<file path="src/rtl/sat_pkg.sv">
// Shared types of the SAT search engine: deduction verdicts, per-variable
// search states and controller states.
package sat_pkg;
    typedef enum logic [1:0] {
        DED_UNDET    = 2'd0,
        DED_SAT      = 2'd1,
        DED_CONFLICT = 2'd2
    } ded_t;

    typedef enum logic [1:0] {
        VS_FREE = 2'd0,
        VS_TRY0 = 2'd1,
        VS_TRY1 = 2'd2
    } var_state_t;

    typedef enum logic [1:0] {
        CS_IDLE = 2'd0,
        CS_RUN  = 2'd1,
        CS_DONE = 2'd2
    } ctrl_state_t;
endpackage

</file>
<file path="src/rtl/sat_deduce.sv">
// Three-valued formula evaluator. It grades every clause under the current
// partial assignment and merges the clause results into one verdict.
// Assumes: value bits are only meaningful where known is set; a clause
// with no literals is ignored.
module sat_deduce
    import sat_pkg::*;
#(
    parameter int NVARS    = 8,
    parameter int NCLAUSES = 16
) (
    input  logic [NCLAUSES*NVARS-1:0] pos_q,
    input  logic [NCLAUSES*NVARS-1:0] neg_q,
    input  logic [NVARS-1:0]          known,
    input  logic [NVARS-1:0]          value,
    output ded_t                      verdict
);
    logic [NCLAUSES-1:0] cl_true;
    logic [NCLAUSES-1:0] cl_false;

    for (genvar c = 0; c < NCLAUSES; c++) begin : g_clause
        logic [NVARS-1:0] p, n;
        logic             used, hit, open;
        assign p    = pos_q[c*NVARS +: NVARS];
        assign n    = neg_q[c*NVARS +: NVARS];
        assign used = |(p | n);
        assign hit  = |((p & known & value) | (n & known & ~value));
        assign open = |((p | n) & ~known);
        assign cl_true[c]  = ~used | hit;
        assign cl_false[c] = used & ~hit & ~open;
    end

    // Merge clause grades: a false clause dominates, then all-true.
    always_comb begin
        if (|cl_false)     verdict = DED_CONFLICT;
        else if (&cl_true) verdict = DED_SAT;
        else               verdict = DED_UNDET;
    end
endmodule

</file>
<file path="src/rtl/sat_var_fsm.sv">
// One variable machine of the search chain. It holds the variable's
// three-valued state and the search token. On UNDETERMINED, a token from
// the previous link makes it try 0. On CONFLICT, the deepest machine at 0
// flips to 1 and keeps the token, and every machine past it unassigns.
// Assumes: deeper_try0 reports whether any later variable is at 0.
module sat_var_fsm
    import sat_pkg::*;
(
    input  logic clk,
    input  logic rst_n,
    input  logic clear,
    input  logic step,
    input  ded_t verdict,
    input  logic tok_in,
    input  logic deeper_try0,
    output logic tok_q,
    output logic is_try0,
    output logic known,
    output logic value
);
    var_state_t st_q, st_d;
    logic       tok_d;

    // Next state from the broadcast verdict and the neighbour links.
    always_comb begin
        st_d  = st_q;
        tok_d = tok_q;
        if (step) begin
            if (verdict == DED_UNDET) begin
                if (tok_in) begin
                    st_d  = VS_TRY0;
                    tok_d = 1'b1;
                end else if (tok_q) begin
                    tok_d = 1'b0;
                end
            end else if (verdict == DED_CONFLICT && st_q != VS_FREE && !deeper_try0) begin
                if (st_q == VS_TRY0) begin
                    st_d  = VS_TRY1;
                    tok_d = 1'b1;
                end else begin
                    st_d  = VS_FREE;
                    tok_d = 1'b0;
                end
            end
        end
    end

    // State register with synchronous reset and search clear.
    always_ff @(posedge clk) begin
        if (!rst_n || clear) begin
            st_q  <= VS_FREE;
            tok_q <= 1'b0;
        end else begin
            st_q  <= st_d;
            tok_q <= tok_d;
        end
    end

    assign is_try0 = (st_q == VS_TRY0);
    assign known   = (st_q != VS_FREE);
    assign value   = (st_q == VS_TRY1);
endmodule

</file>
<file path="src/rtl/sat_ctrl.sv">
// Global controller. It accepts start, holds the root token until the
// first variable is entered, and ends the search on SAT or exhaustion.
// Assumes: any_try0 is the OR of all variable machines' "at 0" flags.
module sat_ctrl
    import sat_pkg::*;
(
    input  logic clk,
    input  logic rst_n,
    input  logic start,
    input  ded_t verdict,
    input  logic any_try0,
    output logic load,
    output logic running,
    output logic root_tok,
    output logic done,
    output logic is_sat
);
    ctrl_state_t cs_q;

    assign running = (cs_q == CS_RUN);
    assign load    = start && (cs_q != CS_RUN);
    assign done    = (cs_q == CS_DONE);

    // Controller sequence, root token and result flag.
    always_ff @(posedge clk) begin
        if (!rst_n) begin
            cs_q     <= CS_IDLE;
            root_tok <= 1'b0;
            is_sat   <= 1'b0;
        end else if (load) begin
            cs_q     <= CS_RUN;
            root_tok <= 1'b1;
            is_sat   <= 1'b0;
        end else if (running) begin
            if (verdict == DED_UNDET) begin
                root_tok <= 1'b0;
            end else if (verdict == DED_SAT) begin
                cs_q   <= CS_DONE;
                is_sat <= 1'b1;
            end else if (!any_try0) begin
                cs_q     <= CS_DONE;
                root_tok <= 1'b0;
            end
        end
    end
endmodule

</file>
<file path="src/rtl/sat_search_engine.sv">
// Top of the SAT search engine. It latches the clause masks on start,
// chains the variable machines and broadcasts the verdict to all of them.
// Assumes: masks are valid in the cycle start is accepted.
module sat_search_engine
    import sat_pkg::*;
#(
    parameter int NVARS    = 8,
    parameter int NCLAUSES = 16
) (
    input  logic                      clk,
    input  logic                      rst_n,
    input  logic                      start,
    input  logic [NCLAUSES*NVARS-1:0] pos_masks,
    input  logic [NCLAUSES*NVARS-1:0] neg_masks,
    output logic                      done,
    output logic                      is_sat,
    output logic [NVARS-1:0]          asg_known,
    output logic [NVARS-1:0]          asg_value
);
    localparam int MASK_W = NCLAUSES * NVARS;

    logic [MASK_W-1:0] pos_q, neg_q;
    logic [NVARS-1:0]  tok_vec, try0_vec;
    logic              load, running, root_tok;
    ded_t              verdict;

    // Capture the formula when a search is accepted.
    always_ff @(posedge clk) begin
        if (!rst_n) begin
            pos_q <= '0;
            neg_q <= '0;
        end else if (load) begin
            pos_q <= pos_masks;
            neg_q <= neg_masks;
        end
    end

    sat_deduce #(.NVARS(NVARS), .NCLAUSES(NCLAUSES)) deduce_i (
        .pos_q   (pos_q),
        .neg_q   (neg_q),
        .known   (asg_known),
        .value   (asg_value),
        .verdict (verdict)
    );

    sat_ctrl ctrl_i (
        .clk      (clk),
        .rst_n    (rst_n),
        .start    (start),
        .verdict  (verdict),
        .any_try0 (|try0_vec),
        .load     (load),
        .running  (running),
        .root_tok (root_tok),
        .done     (done),
        .is_sat   (is_sat)
    );

    for (genvar v = 0; v < NVARS; v++) begin : g_var
        logic prev_tok, deeper;
        if (v == 0) begin : g_first
            assign prev_tok = root_tok;
        end else begin : g_link
            assign prev_tok = tok_vec[v-1];
        end
        if (v == NVARS-1) begin : g_last
            assign deeper = 1'b0;
        end else begin : g_mid
            assign deeper = |try0_vec[NVARS-1:v+1];
        end
        sat_var_fsm var_i (
            .clk         (clk),
            .rst_n       (rst_n),
            .clear       (load),
            .step        (running),
            .verdict     (verdict),
            .tok_in      (prev_tok),
            .deeper_try0 (deeper),
            .tok_q       (tok_vec[v]),
            .is_try0     (try0_vec[v]),
            .known       (asg_known[v]),
            .value       (asg_value[v])
        );
    end
endmodule

</file>
<file path="config.mk">
export PLATFORM = sky130hd
export DESIGN_NAME = sat_search_engine
export DESIGN_NICKNAME = d
export VERILOG_FILES = /design/src/rtl/sat_pkg.sv /design/src/rtl/sat_deduce.sv /design/src/rtl/sat_var_fsm.sv /design/src/rtl/sat_ctrl.sv /design/src/rtl/sat_search_engine.sv
export SDC_FILE = /design/constraint.sdc
export NUM_CORES = 1
export LEC_CHECK = 0
export CAP_MARGIN = 10
export CELL_PAD_IN_SITES_DETAIL_PLACEMENT = 0
export CELL_PAD_IN_SITES_GLOBAL_PLACEMENT = 1
export CORE_MARGIN = 10
export CORE_UTILIZATION = 45
export CTS_CLUSTER_SIZE = 10
export DETAILED_ROUTE_END_ITERATION = 10
export PLACE_DENSITY = 0.91
export SYNTH_ARGS = -nofsm -noshare
export SYNTH_HDL_FRONTEND = slang
export SYNTH_HIERARCHICAL = 1
export SYNTH_SLANG_ARGS = --single-unit
export TNS_END_PERCENT = 10
</file>
<file path="constraint.sdc">
create_clock -name clk -period 5.05 [get_ports clk]
set_input_delay 1.01 -clock clk [delete_from_list [all_inputs] [get_ports clk]]
set_output_delay 1.01 -clock clk [all_outputs]
set_load 0.01 [all_outputs]
</file>
==> impl_metrics.yaml, run 1 <==
sta:
  period_needed_ns: 3.90
  slew_headroom_pct: 35.2
  period_share_pct: 77.3
  timing.final.hold_violations: 0
  rsz0062_at_grt: "false"
  maxSlewViolCount: 0
  worst_slew_pin_slew_ns: 0.970
  fmaxAchievable_mhz: 256
  finClkSkew_ns: 0.0128
  setup_viol: 0
  fin_setup_tns_ns: 0
  fin_hold_ws_ns: 0.474
pwr:
  powerDensity_nw_per_um2: 323
  power_w: 0.00630
  leakagePower_nw: 7.48
  vdd_drop_max_mv: 0.201
clock_network:
  cts_setup_buffers: 0
  clkLatencyLatePin_ns: 0.50
  clockBufferDepth: 3
  clock_sinks: 283
  cts_hold_buf: 0
  htreeDepth: 2
  cts_root_buffer: "clkbuf_16"
  clk_pin_slew_ns: 0.06
  numCtsBuffers: 35
  cts_tree: "done"
  ctsResizeCount: 0
global_route:
  grt_max_degree: 143
  antenna_found_initial: 1
  overflow: 0
  first_global_vias: 13200
  track_usage_pct: 22.3
  grt_pass1_wl_mm: 77.8
logic_synthesis:
  avgSynthCellArea_sq_um: 9.84
  synth_cells: 1605
  yosys_warnings: 6
  synth_area_sq_um: 15800
place:
  place_congestion: 0.868
  dpl.hpwl_mm: 35.5
  port_buffers: 276
critical_path:
  cp.required_ns: 5.44
  reg2regPathDepth: 11
  worst_setup_path_start_kind: "flop"
  critPathCaptureType: "flop"
  r2r_start: "g_var[6].var_i/st_q[1]$_SDFFE_PP0P_"
  r2r_slack_ns: 1.15
  crit_type: "reg -> reg"
  cp-endpoint: "g_var[1].var_i/tok_q$_SDFFE_PP0P_"
  cp-startpoint: "g_var[6].var_i/st_q[1]$_SDFFE_PP0P_"
  r2r-end: "g_var[1].var_i/tok_q$_SDFFE_PP0P_"
  path_max_fanout: 42
  critPathArrivalTime_ns: 4.29
die:
  core_area_sq_um: 34600
  ios: 277
  initial_utilization_pct: 45.6
  die-area_sq_um: 43000
  fp.dieH_um: 207
  die_w_um: 207
  core.rowCount: 68
hold_path:
  hold_class: "reg -> reg"
cells_and_area:
  fin_nets: 2093
  post_route_cells_drive_above_1_share_pct: 10.8
  syn_to_final_growth_pct: 23.6
run_status:
  status: "completed"
drt:
  drtIter0Drc: 671
  dr_total_vias: 13000
  routed_via_density: 5.67
  drc: 0
  wl_per_cell_um: 22.1
  firstDrtPassIters: 5
  wl_mm: 50.7
  ant_nets: 0
run:
  max_cap_viol_count: 0
cell type report:
class	count	area [sq um]
diodes	1	2.50
inverters	1	3.75
flip-flops and latches	283	5670
fillers	3033	15100
clock buffers	43	948
repair buffers	288	2880
clock inverters	3	17.5
multi-input cells	1225	9440
well taps	455	569
per-stage QoR:
step,util (%),worst slack (ns),std cells,instance area (sq um)
4_1_cts,56.4,1.21,2298,19500
6_report,56.4,1.15,2299,19500
2_1_floorplan,-,1.73,1606,15800
3_5_place_dp,53.6,1.21,2252,18600
3_3_place_gp,53.6,1.28,2252,18600
5_1_grt,56.4,1.04,2299,19500
worst max-delay path, cell delays in order (launching register included):
cell and delay, ns:
dfxtp_1 0.40, nor2b_4 0.83, mux2_2 0.43, a22oi_1 0.20, nand3_1 0.17, nor3_1 0.46, a2111oi_0 0.23, nand4_1 0.17
buf_4 0.35, nor2b_1 0.12, a211o_1 0.29, o211a_1 0.13
how the worst min path moves through the flow:
stage | cells past startpoint | endpoint | start
finish | 2 | ctrl_i/is_sat$_SDFFE_PP0P_ | ctrl_i/is_sat$_SDFFE_PP0P_
global route | 2 | ctrl_i/is_sat$_SDFFE_PP0P_ | ctrl_i/is_sat$_SDFFE_PP0P_
CTS | 2 | ctrl_i/is_sat$_SDFFE_PP0P_ | ctrl_i/is_sat$_SDFFE_PP0P_
detailed placement | 2 | ctrl_i/is_sat$_SDFFE_PP0P_ | ctrl_i/is_sat$_SDFFE_PP0P_
global placement | 2 | ctrl_i/is_sat$_SDFFE_PP0P_ | ctrl_i/is_sat$_SDFFE_PP0P_
floorplan | 2 | g_var[7].var_i/st_q[1]$_SDFFE_PP0P_ | g_var[7].var_i/st_q[1]$_SDFFE_PP0P_
state kept, by name (all words and copies together) (netlist names):
| register | cells |
|---|---|
| ctrl_i/is_sat | 1 |
| ctrl_i/cs_q | 2 |
| ctrl_i/root_tok | 1 |
| g_var.var_i/tok_q | 7 |
| g_var.var_i/st_q | 16 |
| neg_q | 128 |
| pos_q | 128 |
routing by layer:
layer / vias to the layer above / wire length (um) / track usage [%]
li1: 6274 / - / -
met1: 6156 / 21900 / 28.3
met2: 503 / 23300 / 36.1
met3: 92 / 3960 / 5.10
met4: 0 / 1560 / 7.93
met5: - / 0 / 0
layout by cell type (no fill, tap or decap), drive strengths merged, types with 2 or more instances in the layout:
cell           instances
a211o                  7
nor3                  19
nor4                  60
or3                   14
nand4                 25
clkdlybuf4s50        275
a221oi                 4
o22ai                 38
nand2                 26
o21a                   9
nand3                 14
mux2                 129
o211a                  8
or2                    9
dfxtp                283
nand2b                23
mux2i                256
o2111ai               12
o21ai                 27
o22a                   4
nor2b                283
o21bai                43
conb                   2
clkbuf                43
nor2                  96
and2b                 25
clkinv                 2
a2111oi                4
a22oi                 56
a22o                   4
a21oi                 16
and3                   3
and4                   2
buf                   13
o221ai                 4
report_power, final:
part / total (W) / internal [W] / switching, W
combinational: 0.00145 / 0.000790 / 0.000663
clock: 0.00220 / 0.00130 / 0.000900
sequential: 0.00264 / 0.00243 / 0.000211
total: 0.00630 / 0.00452 / 0.00177
Note: power is estimated with default switching activity, not from simulation.
==> run 2, diff against run 1 <==
CORE_UTILIZATION = 41   (was 45)
PLACE_DENSITY = 0.84   (was 0.91)
clock period = 4 ns   (was 5.05 ns; I/O delays follow)
==> run 2 against run 1 <==
Clock power up 38%. Utilization is 3.7 points lower. Register-to-register slack got worse by 0.96 ns. First-iteration DRC count increased by 69%. Flip-flop and latch count did not move. Via count increased by 1.3%. Sequential share of layout area shrank 0.60 points. Critical endpoint is now ctrl_i/root_tok$_SDFFE_PN0P_.
==> impl_metrics.yaml, run 2 (synthesis results as in run 1) <==
drt:
  dr_total_vias: 13200
  wl_mm: 53.1
  firstDrtPassIters: 5
  ant_nets: 0
  drtIter0Drc: 1131
  wl_per_cell_um: 22.3
  routed_via_density: 5.53
  drc: 0
sta:
  maxSlewViolCount: 0
  fmaxAchievable_mhz: 263
  layout_setup_ws_ns: 0.191
  slew_headroom_pct: 44.1
  fin_setup_tns_ns: 0
  rsz0062_at_grt: "false"
  fin_hold_ws_ns: 0.483
  period_share_pct: 95.2
  period_needed_ns: 3.81
  setup_viol: 0
  timing.final.hold_violations: 0
  worst_slew_pin_slew_ns: 0.837
  finClkSkew_ns: 0.0337
clock_network:
  clkLatencyLatePin_ns: 0.54
  clockBufferDepth: 3
  numCtsBuffers: 36
  clock_sinks: 283
  cts_setup_buffers: 0
  cts_tree: "done"
  htreeDepth: 2
  clk_pin_slew_ns: 0.06
  cts_root_buffer: "clkbuf_16"
  cts_hold_buf: 0
  ctsResizeCount: 0
die:
  die_w_um: 216
  die-area_sq_um: 46800
  initial_utilization_pct: 41.7
  core_area_sq_um: 37800
  fp.dieH_um: 216
  ios: 277
  core.rowCount: 71
global_route:
  overflow: 0
  track_usage_pct: 21.8
  first_global_vias: 13400
  grt_max_degree: 120
  antenna_found_initial: 1
  grt_pass1_wl_mm: 81.3
pwr:
  p_sw_w: 0.00234
  powerDensity_nw_per_um2: 414
  seqPwrFrac_pct: 40.7
  leakagePower_nw: 7.68
  p_int_w: 0.00591
  vdd_drop_max_mv: 0.269
  p_clk_share_pct: 36.7
  combPwrFrac_pct: 22.6
  power_w: 0.00825
  p_sw_share_pct: 28.3
place:
  dp_cells: 2329
  place_ws_ns: 0.362
  port_buffers: 276
  place_congestion: 0.898
  dpl.hpwl_mm: 38.6
cells_and_area:
  layout_common_cells: "dfxtp_1 (283), clkdlybuf4s50_1 (275), nor2b_1 (273)"
  post_route_cells_drive_above_1_share_pct: 12.1
  layout.cells.non_filler: 2384
  layout_commonest_cell: "dfxtp_1"
  top_regs: "neg_q: 128 flops, pos_q: 128 flops, g_var.var_i/st_q: 16 flops"
  fin_nets: 2115
  syn_to_final_growth_pct: 26.2
critical_path:
  critPathArrivalTime_ns: 4.17
  critPathCaptureType: "flop"
  crit_type: "reg -> reg"
  worst_setup_path_start_kind: "flop"
  cp.required_ns: 4.36
  path_max_fanout: 42
hold_path:
  hold_class: "reg -> reg"
run_status:
  status: "completed"
run:
  max_cap_viol_count: 0
## run 2: cell count changes in the layout (fill, tap and decap cells not counted)
| cell | delta |
|---|---|
| clkbuf_1 | +1 |
| inv_6 | +2 |
| bufinv_16 | +1 |
| clkbuf_8 | +5 |
| buf_12 | +6 |
| clkinvlp_4 | -1 |
| buf_4 | +15 |
## run 2: worst paths after layout
| check | startpoint | end | slack (ns) | cells past startpoint |
|---|---|---|---|---|
| setup / recovery | g_var[1].var_i/st_q[1]$_SDFFE_PP0P_ | ctrl_i/root_tok$_SDFFE_PN0P_ | 0.19 | 12 |
| setup reg to reg | g_var[1].var_i/st_q[1]$_SDFFE_PP0P_ | ctrl_i/root_tok$_SDFFE_PN0P_ | 0.19 | 12 |
| hold reg to reg | ctrl_i/root_tok$_SDFFE_PN0P_ | ctrl_i/root_tok$_SDFFE_PN0P_ | 0.48 | 2 |
| hold / removal | ctrl_i/root_tok$_SDFFE_PN0P_ | ctrl_i/root_tok$_SDFFE_PN0P_ | 0.48 | 2 |
## run 2: layout make-up
class / count / area (sq um)
diodes: 1 / 2.50
multi-input cells: 1225 / 9440
fillers: 3455 / 17900
flip-flops and latches: 283 / 5670
clock buffers: 49 / 1020
inverters: 1 / 3.75
well taps: 511 / 639
clock inverters: 5 / 57.6
repair buffers: 309 / 3110
## run 2: power groups by stage
stage	combinational, W	clock, W	sequential [W]
3_3_place_gp	0.00182	0	0.00340
5_1_grt	0.00204	0.00320	0.00338
2_1_floorplan	0.00135	0	0.00329
3_5_place_dp	0.00185	0	0.00340
6_report	0.00187	0.00303	0.00335
4_1_cts	0.00186	0.00310	0.00334
## run 2: per-layer routing
metal  track usage (%)  part of all wire, %  routed length (um)  up-vias
met1              28.7                   44               23600     6253
met3              4.54                  7.0                3720       96
met4              6.29                  2.5                1330        0
met5                 0                    0                   0        -
met2              35.4                   46               24500      506
li1                  -                    -                   -     6339
## run 2: metrics by stage
step                util (%)  area [sq um]
floorplan                  -         15800
global placement        49.8         18900
detailed placement      49.8         18900
CTS                     52.7         19900
global route            52.7         19900
finish                  52.7         19900
## run 2: critical path, stage by stage, from the launching register on
cell and delay, ns:
dfxtp_1 0.41, nor2b_4 0.58, buf_4 0.30, mux2_2 0.36, a22oi_1 0.20, nand3_1 0.24, nor3_1 0.47, a2111oi_0 0.15
nand4_1 0.23, buf_12 0.23, mux2_2 0.35, nand2_1 0.06, a21oi_1 0.05
==> run 3, diff against run 2 <==
==> constraint.sdc (replaced) <==
create_clock -name clk -period 4 [get_ports clk]
set_input_delay 0.6 -clock clk [delete_from_list [all_inputs] [get_ports clk]]
set_output_delay 0.6 -clock clk [all_outputs]
set_load 0.01 [all_outputs]
==> run 3 against run 2 <==
Die area is the same. Clock power shrank 5%. Worst hold slack gained 0.0040 ns. Register-to-register slack gained 0.24 ns. Flip-flop and latch count is the same. Wire length shrank 0.50%. Utilization shrank 0.13 points. Critical path depth is the same. First-iteration DRC count shrank 2.8%. Clock skew shrank 0.022 ns. Cell area shrank 0.24%. Highest routed layer unchanged.
==> impl_metrics.yaml, run 3 (synthesis results as in run 1) <==
clock_network:
  numCtsBuffers: 35
  cts_setup_buffers: 0
  clk_pin_slew_ns: 0.05
  cts_tree: "done"
  cts_hold_buf: 0
  ctsResizeCount: 0
  htreeDepth: 2
  clockBufferDepth: 3
  clock_sinks: 283
  clkLatencyLatePin_ns: 0.52
  cts_root_buffer: "clkbuf_16"
run:
  max_cap_viol_count: 0
global_route:
  grt_max_degree: 182
  first_global_vias: 13100
  overflow: 0
  grt_pass1_wl_mm: 80.3
  track_usage_pct: 21.6
  antenna_found_initial: 1
cells_and_area:
  fillers: 3449
  layout.cells.non_filler: 2380
  layout_commonest_cell: "dfxtp_1"
  multi_input_comb_area_sq_um: 9440
  layout_common_cells: "dfxtp_1 (283), clkdlybuf4s50_1 (275), nor2b_1 (273)"
  post_route_cells_drive_above_1_share_pct: 11.9
  seq_area_sq_um: 5670
  postLayoutCellArea_sq_um: 19900
  syn_to_final_growth_pct: 25.9
  fin_nets: 2116
  top_regs: "neg_q: 128 flops, pos_q: 128 flops, g_var.var_i/st_q: 16 flops"
die:
  fp.dieH_um: 216
  core_area_sq_um: 37800
  die-area_sq_um: 46800
  core.rowCount: 71
  initial_utilization_pct: 41.7
  die_w_um: 216
  ios: 277
pwr:
  vdd_drop_max_mv: 0.364
  power_w: 0.00810
  powerDensity_nw_per_um2: 407
  leakagePower_nw: 7.66
critical_path:
  r2r-end: "ctrl_i/root_tok$_SDFFE_PN0P_"
  max_stage_delay_ns: 0.53
  crit_type: "reg -> reg"
  cp-startpoint: "g_var[0].var_i/st_q[1]$_SDFFE_PP0P_"
  critPathCaptureType: "flop"
  path_max_fanout: 42
  r2r_slack_ns: 0.44
  worst_setup_path_start_kind: "flop"
  critPathArrivalTime_ns: 3.92
  cp.required_ns: 4.35
  cp_slowest_cell: "nor3_1"
  cp-endpoint: "ctrl_i/root_tok$_SDFFE_PN0P_"
  cp_cell_sequence: "nor2b_4 -> buf_4 -> mux2_1 -> a22oi_1 -> nand3_1 -> nor3_1 -> a2111oi_0 -> nand4_1 -> buf_12 -> mux2_2 -> nand2_1 -> a21oi_1"
  reg2regPathDepth: 12
  r2r_start: "g_var[0].var_i/st_q[1]$_SDFFE_PP0P_"
drt:
  firstDrtPassIters: 5
  dr_total_vias: 13200
  ant_nets: 0
  routed_via_density: 5.56
  wl_mm: 52.9
  wl_per_cell_um: 22.2
  drtIter0Drc: 1099
  drc: 0
sta:
  setup_viol: 0
  maxSlewViolCount: 0
  fin_setup_tns_ns: 0
  period_share_pct: 89.1
  slew_headroom_pct: 26.7
  worst_slew_pin_slew_ns: 1.10
  timing.final.hold_violations: 0
  fmaxAchievable_mhz: 281
  rsz0062_at_grt: "false"
  finClkSkew_ns: 0.0114
  period_needed_ns: 3.56
place:
  post_dp_cell_area_sq_um: 18900
  place_congestion: 0.889
  dpl.hpwl_mm: 38.7
  port_buffers: 276
  dp_cells: 2331
run_status:
  status: "completed"
hold_path:
  hold_class: "reg -> reg"
==> run 3: cell count changes in the layout (fill, tap and decap cells not counted), sizes merged <==
cell / delta
buf: +2
bufinv: -1
clkbuf: -3
inv: -2
==> run 3: through the flow <==
stage               hold slack [ns]  setup slack [ns]  util [%]
floorplan                     0.440             0.677         -
global placement              0.465             0.413      49.9
detailed placement            0.480             0.474      49.9
CTS                           0.488             0.455      52.6
global route                  0.513             0.307      52.6
finish                        0.487             0.436      52.6
==> run 3: how the worst min path moves through the flow <==
stage / startpoint / end / slack [ns] / cells after the start
after floorplan: g_var[7].var_i/st_q[1]$_SDFFE_PP0P_ / g_var[7].var_i/st_q[1]$_SDFFE_PP0P_ / 0.44 / 2
after global placement: g_var[7].var_i/st_q[1]$_SDFFE_PP0P_ / g_var[7].var_i/st_q[1]$_SDFFE_PP0P_ / 0.46 / 2
after detailed placement: g_var[7].var_i/st_q[1]$_SDFFE_PP0P_ / g_var[7].var_i/st_q[1]$_SDFFE_PP0P_ / 0.48 / 2
after CTS: g_var[7].var_i/st_q[1]$_SDFFE_PP0P_ / g_var[7].var_i/st_q[1]$_SDFFE_PP0P_ / 0.49 / 2
after global routing: g_var[7].var_i/st_q[1]$_SDFFE_PP0P_ / g_var[7].var_i/st_q[1]$_SDFFE_PP0P_ / 0.51 / 2
final: g_var[7].var_i/st_q[1]$_SDFFE_PP0P_ / g_var[7].var_i/st_q[1]$_SDFFE_PP0P_ / 0.49 / 2
==> run 3: final cells by class <==
| cell class | instances | share of cell area, % |
|---|---|---|
| Multi-Input combinational cell | 1225 | 47.5 |
| Sequential cell | 283 | 28.5 |
| Timing Repair Buffer | 311 | 15.8 |
| Clock buffer | 46 | 4.93 |
| Tap cell | 511 | 3.21 |
| Clock inverter | 2 | 0.0503 |
| Inverter | 1 | 0.0189 |
| Antenna cell | 1 | 0.0126 |
==> run 3: critical path: cells and delay by family, from the launching register on <==
kind,cells,cell delay (ns)
multiplexers,2,0.69
AO/OA/AOI/OAI,3,0.38
flip-flops,1,0.40
AND/OR/NAND/NOR,5,1.40
buffers and inverters,2,0.50
==> run 3: report_power, final <==
group,switching [W],internal (W),leakage (nW)
sequential,0.000280,0.00307,2.33
combinational,0.000851,0.00103,4.84
clock,0.00118,0.00169,0.486
==> run 3: routing by layer <==
metal  wire length, um  vias to the layer above  global-route usage, %
met4              1270                        0                   6.15
met1             23500                     6344                   28.2
li1                  -                     6352                      -
met2             24400                      467                   35.1
met5                 0                        -                      0
met3              3710                       77                   4.76
